**config.mk**
```make
export PLATFORM = sky130hd
export DESIGN_NAME = ecc_inject_ctrl
export DESIGN_NICKNAME = d
export VERILOG_FILES = /design/src/rtl/ecc_inj_pkg.sv /design/src/rtl/ecc_inj_regs.sv /design/src/rtl/ecc_inj_fsm.sv /design/src/rtl/ecc_inject_ctrl.sv
export SDC_FILE = /design/constraint.sdc
export NUM_CORES = 1
export LEC_CHECK = 0
export BUFFER_PORTS_ARGS = -buffer_cell sky130_fd_sc_hd__buf_2
export CELL_PAD_IN_SITES_DETAIL_PLACEMENT = 1
export CELL_PAD_IN_SITES_GLOBAL_PLACEMENT = 2
export CORE_MARGIN = 4
export CORE_UTILIZATION = 33
export DETAILED_ROUTE_END_ITERATION = 10
export GPL_TIMING_DRIVEN = 0
export PLACE_DENSITY = 0.94
export SKIP_CTS_REPAIR_TIMING = 1
export SYNTH_ARGS = -nofsm -noshare
export SYNTH_HDL_FRONTEND = slang
export SYNTH_SLANG_ARGS = --single-unit
```
**constraint.sdc**
```tcl
create_clock -name clk_i -period 5.72 [get_ports clk_i]
set_input_delay 0.286 -clock clk_i [delete_from_list [all_inputs] [get_ports clk_i]]
set_output_delay 0.286 -clock clk_i [all_outputs]
set_load 0.02 [all_outputs]
```
**src/rtl/ecc_inj_pkg.sv**
```systemverilog
package ecc_inj_pkg;
  typedef enum logic [2:0] {
    ST_IDLE = 3'd0,
    ST_WORK = 3'd1,
    ST_DONE = 3'd2,
    ST_ERR  = 3'd7
  } inj_status_e;

  localparam logic [2:0] RSN_OFF  = 3'd0;
  localparam logic [2:0] RSN_TGT  = 3'd1;
  localparam logic [2:0] RSN_MISS = 3'd2;

  localparam logic [1:0] TGT_META = 2'd0;
  localparam logic [1:0] TGT_DATA = 2'd2;

  localparam int unsigned CTRL_OFS = 0;
  localparam int unsigned ADDR_OFS = 8;
endpackage

```
**src/rtl/ecc_inj_regs.sv**
```systemverilog
module ecc_inj_regs #(
  parameter int unsigned PA_W = 48
) (
  input  logic            clk_i,
  input  logic            rst_ni,
  input  logic            ctrl_wr_i,
  input  logic            addr_wr_i,
  input  logic [63:0]     wdata_i,
  output logic            en_o,
  output logic [1:0]      tgt_o,
  output logic [PA_W-1:0] paddr_o
);
  always_ff @(posedge clk_i or negedge rst_ni) begin
    if (!rst_ni) begin
      en_o    <= 1'b0;
      tgt_o   <= 2'd0;
      paddr_o <= '0;
    end else begin
      if (ctrl_wr_i) begin
        en_o  <= wdata_i[0];
        tgt_o <= wdata_i[3:2];
      end
      if (addr_wr_i) paddr_o <= wdata_i[PA_W-1:0];
    end
  end
endmodule

```
**src/rtl/ecc_inj_fsm.sv**
```systemverilog
module ecc_inj_fsm
  import ecc_inj_pkg::*;
#(
  parameter int unsigned PA_W = 48
) (
  input  logic            clk_i,
  input  logic            rst_ni,
  input  logic            inject_i,
  input  logic            wr_en_i,
  input  logic [1:0]      wr_tgt_i,
  input  logic [PA_W-1:0] paddr_i,
  input  logic            ctrl_rd_i,
  input  logic            req_ready_i,
  input  logic            miss_i,
  input  logic            done_i,
  output logic [2:0]      status_o,
  output logic [2:0]      reason_o,
  output logic            req_valid_o,
  output logic [1:0]      req_target_o,
  output logic [PA_W-1:0] req_addr_o
);
  typedef enum logic [2:0] {S_IDLE, S_REQ, S_WAIT, S_DONE, S_ERR} state_e;
  state_e state_q;

  always_ff @(posedge clk_i or negedge rst_ni) begin
    if (!rst_ni) begin
      state_q      <= S_IDLE;
      reason_o     <= RSN_OFF;
      req_target_o <= TGT_META;
      req_addr_o   <= '0;
    end else begin
      unique case (state_q)
        S_IDLE: if (inject_i) begin
          if (!wr_en_i) begin
            state_q  <= S_ERR;
            reason_o <= RSN_OFF;
          end else if (wr_tgt_i[0]) begin
            state_q  <= S_ERR;
            reason_o <= RSN_TGT;
          end else begin
            state_q      <= S_REQ;
            req_target_o <= wr_tgt_i;
            req_addr_o   <= paddr_i;
          end
        end
        S_REQ:  if (req_ready_i) state_q <= S_WAIT;
        S_WAIT: begin
          if (miss_i) begin
            state_q  <= S_ERR;
            reason_o <= RSN_MISS;
          end else if (done_i) begin
            state_q <= S_DONE;
          end
        end
        S_DONE, S_ERR: if (ctrl_rd_i) state_q <= S_IDLE;
        default: state_q <= S_IDLE;
      endcase
    end
  end

  assign req_valid_o = (state_q == S_REQ);

  always_comb begin
    unique case (state_q)
      S_REQ, S_WAIT: status_o = ST_WORK;
      S_DONE:        status_o = ST_DONE;
      S_ERR:         status_o = ST_ERR;
      default:       status_o = ST_IDLE;
    endcase
  end


  req_hold_chk: assert property (@(posedge clk_i) disable iff (!rst_ni)
    (req_valid_o && !req_ready_i) |=>
      (req_valid_o && $stable(req_target_o) && $stable(req_addr_o)));


  off_err_chk: assert property (@(posedge clk_i) disable iff (!rst_ni)
    (state_q == S_IDLE && inject_i && !wr_en_i) |=>
      (status_o == ST_ERR && reason_o == RSN_OFF && !req_valid_o));


  rd_clear_chk: assert property (@(posedge clk_i) disable iff (!rst_ni)
    (ctrl_rd_i && (status_o == ST_DONE || status_o == ST_ERR)) |=>
      (status_o == ST_IDLE));


  busy_keep_chk: assert property (@(posedge clk_i) disable iff (!rst_ni)
    (status_o == ST_WORK && inject_i) |=> (status_o != ST_IDLE));
endmodule

```
**src/rtl/ecc_inject_ctrl.sv**
```systemverilog
module ecc_inject_ctrl
  import ecc_inj_pkg::*;
#(
  parameter int unsigned ADDR_W = 4,
  parameter int unsigned PA_W   = 48
) (
  input  logic              clk_i,
  input  logic              rst_ni,
  input  logic              reg_wr_i,
  input  logic              reg_rd_i,
  input  logic [ADDR_W-1:0] reg_addr_i,
  input  logic [63:0]       reg_wdata_i,
  output logic [63:0]       reg_rdata_o,
  output logic              ecc_en_o,
  output logic              inj_req_valid_o,
  input  logic              inj_req_ready_i,
  output logic [1:0]        inj_req_target_o,
  output logic [PA_W-1:0]   inj_req_addr_o,
  input  logic              inj_miss_i,
  input  logic              inj_done_i
);
  logic sel_ctrl, sel_addr;
  logic ctrl_wr, addr_wr, ctrl_rd, inject;
  logic [1:0] tgt;
  logic [PA_W-1:0] paddr;
  logic [2:0] status, reason;
  logic unused_w;

  assign sel_ctrl = (reg_addr_i == ADDR_W'(CTRL_OFS));
  assign sel_addr = (reg_addr_i == ADDR_W'(ADDR_OFS));
  assign ctrl_wr  = reg_wr_i && sel_ctrl;
  assign addr_wr  = reg_wr_i && sel_addr;
  assign ctrl_rd  = reg_rd_i && sel_ctrl;
  assign inject   = ctrl_wr && reg_wdata_i[1];
  assign unused_w = ^reg_wdata_i;

  ecc_inj_regs #(.PA_W(PA_W)) u_regs (
    .clk_i     (clk_i),
    .rst_ni    (rst_ni),
    .ctrl_wr_i (ctrl_wr),
    .addr_wr_i (addr_wr),
    .wdata_i   (reg_wdata_i),
    .en_o      (ecc_en_o),
    .tgt_o     (tgt),
    .paddr_o   (paddr)
  );

  ecc_inj_fsm #(.PA_W(PA_W)) u_fsm (
    .clk_i        (clk_i),
    .rst_ni       (rst_ni),
    .inject_i     (inject),
    .wr_en_i      (reg_wdata_i[0]),
    .wr_tgt_i     (reg_wdata_i[3:2]),
    .paddr_i      (paddr),
    .ctrl_rd_i    (ctrl_rd),
    .req_ready_i  (inj_req_ready_i),
    .miss_i       (inj_miss_i),
    .done_i       (inj_done_i),
    .status_o     (status),
    .reason_o     (reason),
    .req_valid_o  (inj_req_valid_o),
    .req_target_o (inj_req_target_o),
    .req_addr_o   (inj_req_addr_o)
  );

  always_comb begin
    reg_rdata_o = '0;
    if (reg_rd_i) begin
      if (sel_ctrl) begin
        reg_rdata_o[0]   = ecc_en_o;
        reg_rdata_o[3:2] = tgt;
        reg_rdata_o[6:4] = status;
        reg_rdata_o[9:7] = reason;
      end else if (sel_addr) begin
        reg_rdata_o[PA_W-1:0] = paddr;
      end
    end
  end


  status_legal_chk: assert property (@(posedge clk_i) disable iff (!rst_ni)
    (status == ST_IDLE || status == ST_WORK || status == ST_DONE || status == ST_ERR));


  valid_work_chk: assert property (@(posedge clk_i) disable iff (!rst_ni)
    inj_req_valid_o |-> (status == ST_WORK && !inj_req_target_o[0]));
endmodule

```
Word level (Yosys, flattened, before mapping)

Cells that the tools add are included.

Register bits: 106
Bits of input ports: 75
Output and inout port bits: 116
Logic and storage cells: 51

Equal/unequal tests: 11
Muxes and demuxes: 20
Bitwise gates (word level): 1
Reductions and logical operators: 12

Operators by type and width:

| kind               | count |
|---|---|
| $mux 48            | 2 |
| $mux 38            | 1 |
| $mux 3             | 11 |
| $pmux 3 s4         | 1 |
| $reduce_and 4->1   | 3 |
| $pmux 3 s3         | 1 |
| $mux 8             | 1 |
| $eq 3x2->1 const B | 2 |
| $ne 2x2->1 const B | 3 |
| $ne 3x3->1 const B | 2 |
| $pmux 3 s2         | 1 |
| $eq 4x4->1 const B | 1 |
| $logic_and 1x1->1  | 4 |
| $logic_not 4->1    | 1 |
| $reduce_or 2->1    | 2 |
| $eq 3x1->1 const B | 1 |
| $eq 3x3->1 const B | 1 |
| $logic_not 3->1    | 1 |
| $mux 1             | 2 |
| $ne 2x1->1 const B | 1 |
| $reduce_bool 2->1  | 1 |
| $not 1->1          | 1 |

Longest topological paths before layout

Depth after elaboration: 5
Gate-level depth with buffers: 7
Mapped depth without buffers: 4

Hierarchy

From an unflattened synthesis, not the netlist that was laid out.

Cells, all modules: 354
Area, all modules: 4,862.2 µm²

Modules (own cells, without submodules):

| module          | instances | cells each | area an instance (µm²) | sequential area each (µm²) |
|---|---|---|---|---|
| ecc_inj_fsm     | 1         | 154        | 2,272.2                | 1,351.3 |
| ecc_inj_regs    | 1         | 107        | 1,969.4                | 1,276.2 |
| ecc_inject_ctrl | 1         | 93         | 620.6                  | 0.0 |

Worst setup path after synthesis

Ideal clock, no wire load.

Path kind: input to output
Start point: in reg_addr_i[1]
End point: out reg_rdata_o[5]
Arrival time: 1.883 ns
Data required time: 5.434 ns
Path slack: 3.551 ns
Stages on the path: 5
Cells stage by stage: nor4_1 > and2_1 > clkbuf_1 > a21oi_1 > a31oi_1

Cells in the longest elaborated chain, start to end: 4
Elaborated cells on any way between the ends: 5
Classes of those cells: eq/ne (1); mux (3); reduce/logical (1)

RTL lines:

| element     | line                  | text |
|---|---|---|
| from (decl) | ecc_inject_ctrl.sv:11 | `input logic [ADDR_W-1:0] reg_addr_i,` |
| $eq 4x4->1  | ecc_inject_ctrl.sv:30 | `assign sel_addr = (reg_addr_i == ADDR_W'(ADDR_OFS));` |
| $mux 48     | ecc_inject_ctrl.sv:74 | `end else if (sel_addr) begin` |
| $mux 8 (*)  | ecc_inject_ctrl.sv:69 | `if (sel_ctrl) begin` |
| $mux 48 (*) | ecc_inject_ctrl.sv:68 | `if (reg_rd_i) begin` |
| to (decl)   | ecc_inject_ctrl.sv:13 | `output logic [63:0] reg_rdata_o,` |

Mark *: on every way between the ends. The rest lies on a longest branch, timed or not.

Worst setup path in the final report

Same ends and word-level chain as after synthesis.

==> flow_summary.ini <==
[run_status]
outcome = finished, violations left
violations = hold timing

[floorplanning]
die_x_um = 127
num_rows = 43
io_pins = 191
die_area_um2 = 16200
core_area_um2 = 13900
start_util = 0.337
die_h_um = 127

[cells_and_area]
drive_above_1_share = 0.561
final_util = 0.439
nets = 605
fin_cells = 715
area_growth_pct = 30.2
diodes = 0

[timing]
worst_pin_slew_ns = 1.38
finalCritPeriodShare = 0.510
fin_worst_skew_ns = 0.00792
totalNegativeSetupSlack_ns = 0
rsz0062_at_grt = no
hold_viol = 49
finalCriticalPeriod_ns = 2.92
fmax_mhz = 343
timing.slew.headroom = 0.0728
holdWs_ns = -0.0279
slew_viol_final = 0
setup_viol = 0

[synth]
ys_types = 43
syn_inst = 345
synth-seq-cells = 105
syn_area_um2 = 4680
yosys.area.top_type_share = 0.561
yosysSeqAreaShare = 0.561
synth_warnings = 0
ys_async_sr_fraction = 1.00
synth_edf_count = 0
synth_area_leader_cell = dfrtp_1
synth_ff_type = dfrtp_1
synth_area_leaders = dfrtp_1 (56%), mux2_2 (22%), and2_1 (5.6%), mux2_4 (3.2%), buf_4 (2.7%)
syn_avg_cell_area_um2 = 13.6

[worst_setup_path]
worst-path-buf-inv = 3
crit_path_start_kind = input pin
cp.arrival_ns = 2.63
worst-setup-path-type = in -> out
reg2reg_to = u_fsm.req_addr_o[39]
path_max_fanout = 9
crit_path_top_delay_cell = nor4_1
critPathLaunch = reg_addr_i[1]
cp_common_cell = buf_2
path_cells = buf_2, nor4_1, and2_1, clkbuf_1, a21oi_1, a31oi_1, buf_2
cp.depth = 7
critPathTopFamily = simple AND/OR/NAND/NOR gates
end_kind = primary output
crit_path_end = reg_rdata_o[5]
r2r_start = u_fsm.state_q[0]
critPathMaxStageDelay_ns = 1.14
r2r_slack_ns = 3.50
worstPathRequired_ns = 5.43
reg2reg_depth = 6

[global_routing]
grtUsageMet1 = 0.175
met2_usage = 0.275
grt_pass1_wl_mm = 19.9
grt_use_total = 0.156
grt_pass1_vias = 3788
grt-busiest-layer = met2
use_met3 = 0.0468
grt.overflow.total = 0
antenna_found_initial = 1
grt_max_degree = 57

[drt]
wl_mm = 12.2
ant_nets = 0
vias_per_cell = 4.66
drt_iter0_drc = 113
dr_total_vias = 3333
drt_pass1_iterations = 4
drc = 0
wl_per_cell_um = 17.1

[clock_network]
cts_buffers = 9
path_clk_slew_ns = 0.07
htreeDepth = 3
cts_tree = built
cts_sinks = 105
root_buffer = clkbuf_16
insertion_delay_ns = 0.35
clock_tree.buffer_depth = 2

[power_and_ir_drop]
ir_worst_vdd_uv = 163
power.density_nw_per_um2 = 315
leakagePower_nw = 3.34

[placement]
globalplace.congestion = 0.833
dp_hpwl_mm = 9.23
dp.cells = 699
portBuffers = 157

[min_path]
min_path_type = in -> async

[flow_run]
cap_viol_max_count = 0
[sequential cells by signal, summed over array words and instances (netlist names)]
register	cells
u_fsm.reason_o	2
u_fsm.req_addr_o	48
u_fsm.req_target_o	1
u_fsm.state_q	3
u_regs.en_o	1
u_regs.paddr_o	48
u_regs.tgt_o	2
[worst min-delay path by stage]
stage                         endpoint  slack, ns
global placement     u_fsm.reason_o[1]       0.48
global route        u_regs.paddr_o[15]       0.02
finish                u_fsm.state_q[1]      -0.03
floorplan            u_fsm.reason_o[0]      -0.01
detailed placement    u_fsm.state_q[1]       0.37
CTS                 u_regs.paddr_o[10]     -0.006
[cell families (layout without fill, tap and decap cells)]
family	after synthesis	in the layout	synth area share
simple gates	72	72	0.0949
flops	105	105	0.561
mux	101	101	0.251
compound gates	28	28	0.0420
other cells	1	17	0.000801
buf+inv	37	211	0.0484
xor+xnor	1	1	0.00187
[metal layers]
layer / routed length (um) / up-vias / share of wire
met5: 13 / - / 0.0011
met4: 336 / 2 / 0.028
met3: 821 / 29 / 0.067
met2: 6390 / 107 / 0.52
met1: 4640 / 1656 / 0.38
li1: - / 1539 / -
[layout by cell type (no fill, tap or decap), types with 2 or more instances in the layout]
cell type  count
clkbuf_16      9
mux2_2        90
buf_1          3
nor2b_1        2
o22ai_1        2
dfrtp_1      105
a21oi_1        7
a31oi_1        2
o21ai_0        2
buf_2        159
conb_1        17
a22o_1         5
nand3_1        2
and2_1        42
nand2b_1       3
nor2_1         4
buf_4         18
nand2_1       10
clkinv_4       2
clkbuf_1      11
mux2_4        10
[synthesized netlist by cell type (2+ instances only)]
cell type / instances
dfrtp_1: 105
o21ai_0: 2
nand2b_1: 3
buf_1: 3
nor2_1: 4
a22o_1: 5
and2_1: 42
a21oi_1: 7
nand3_1: 2
buf_2: 3
buf_4: 17
o22ai_1: 2
mux2_4: 10
clkbuf_1: 11
nand2_1: 10
nor2b_1: 2
a31oi_1: 2
mux2_2: 90
[stage by stage]
stage	setup WS (ns)	instance area [um2]	total power, mW
6_report	2.80	6090	1.92
2_1_floorplan	3.55	4740	1.16
5_1_grt	2.65	6090	2.04
3_3_place_gp	2.92	5750	1.26
3_5_place_dp	2.92	5780	1.29
4_1_cts	2.82	6090	1.95
[worst reg2reg max path: stages (launching register included)]
cell	delay, ns
dfrtp_1	0.42
or2_2	0.35
or4_1	0.53
clkbuf_2	0.17
buf_6	0.18
buf_8	0.16
mux2_4	0.30
[area by class of cell]
cell class	count	area, um2
multi-input cells	219	1890
flip-flops and latches	105	2630
well taps	180	225
clock inverters	6	72.6
clock buffers	10	239
fillers	1543	7790
plain buffers	37	226
repair buffers	158	816
[power by group]
part	leakage, nW	switching [mW]	internal (mW)
logic	1.82	0.171	0.162
clock network	0.155	0.289	0.357
registers	1.37	0.0786	0.862
total	3.34	0.538	1.38
No activity file was read; power rests on OpenSTA's default activity.
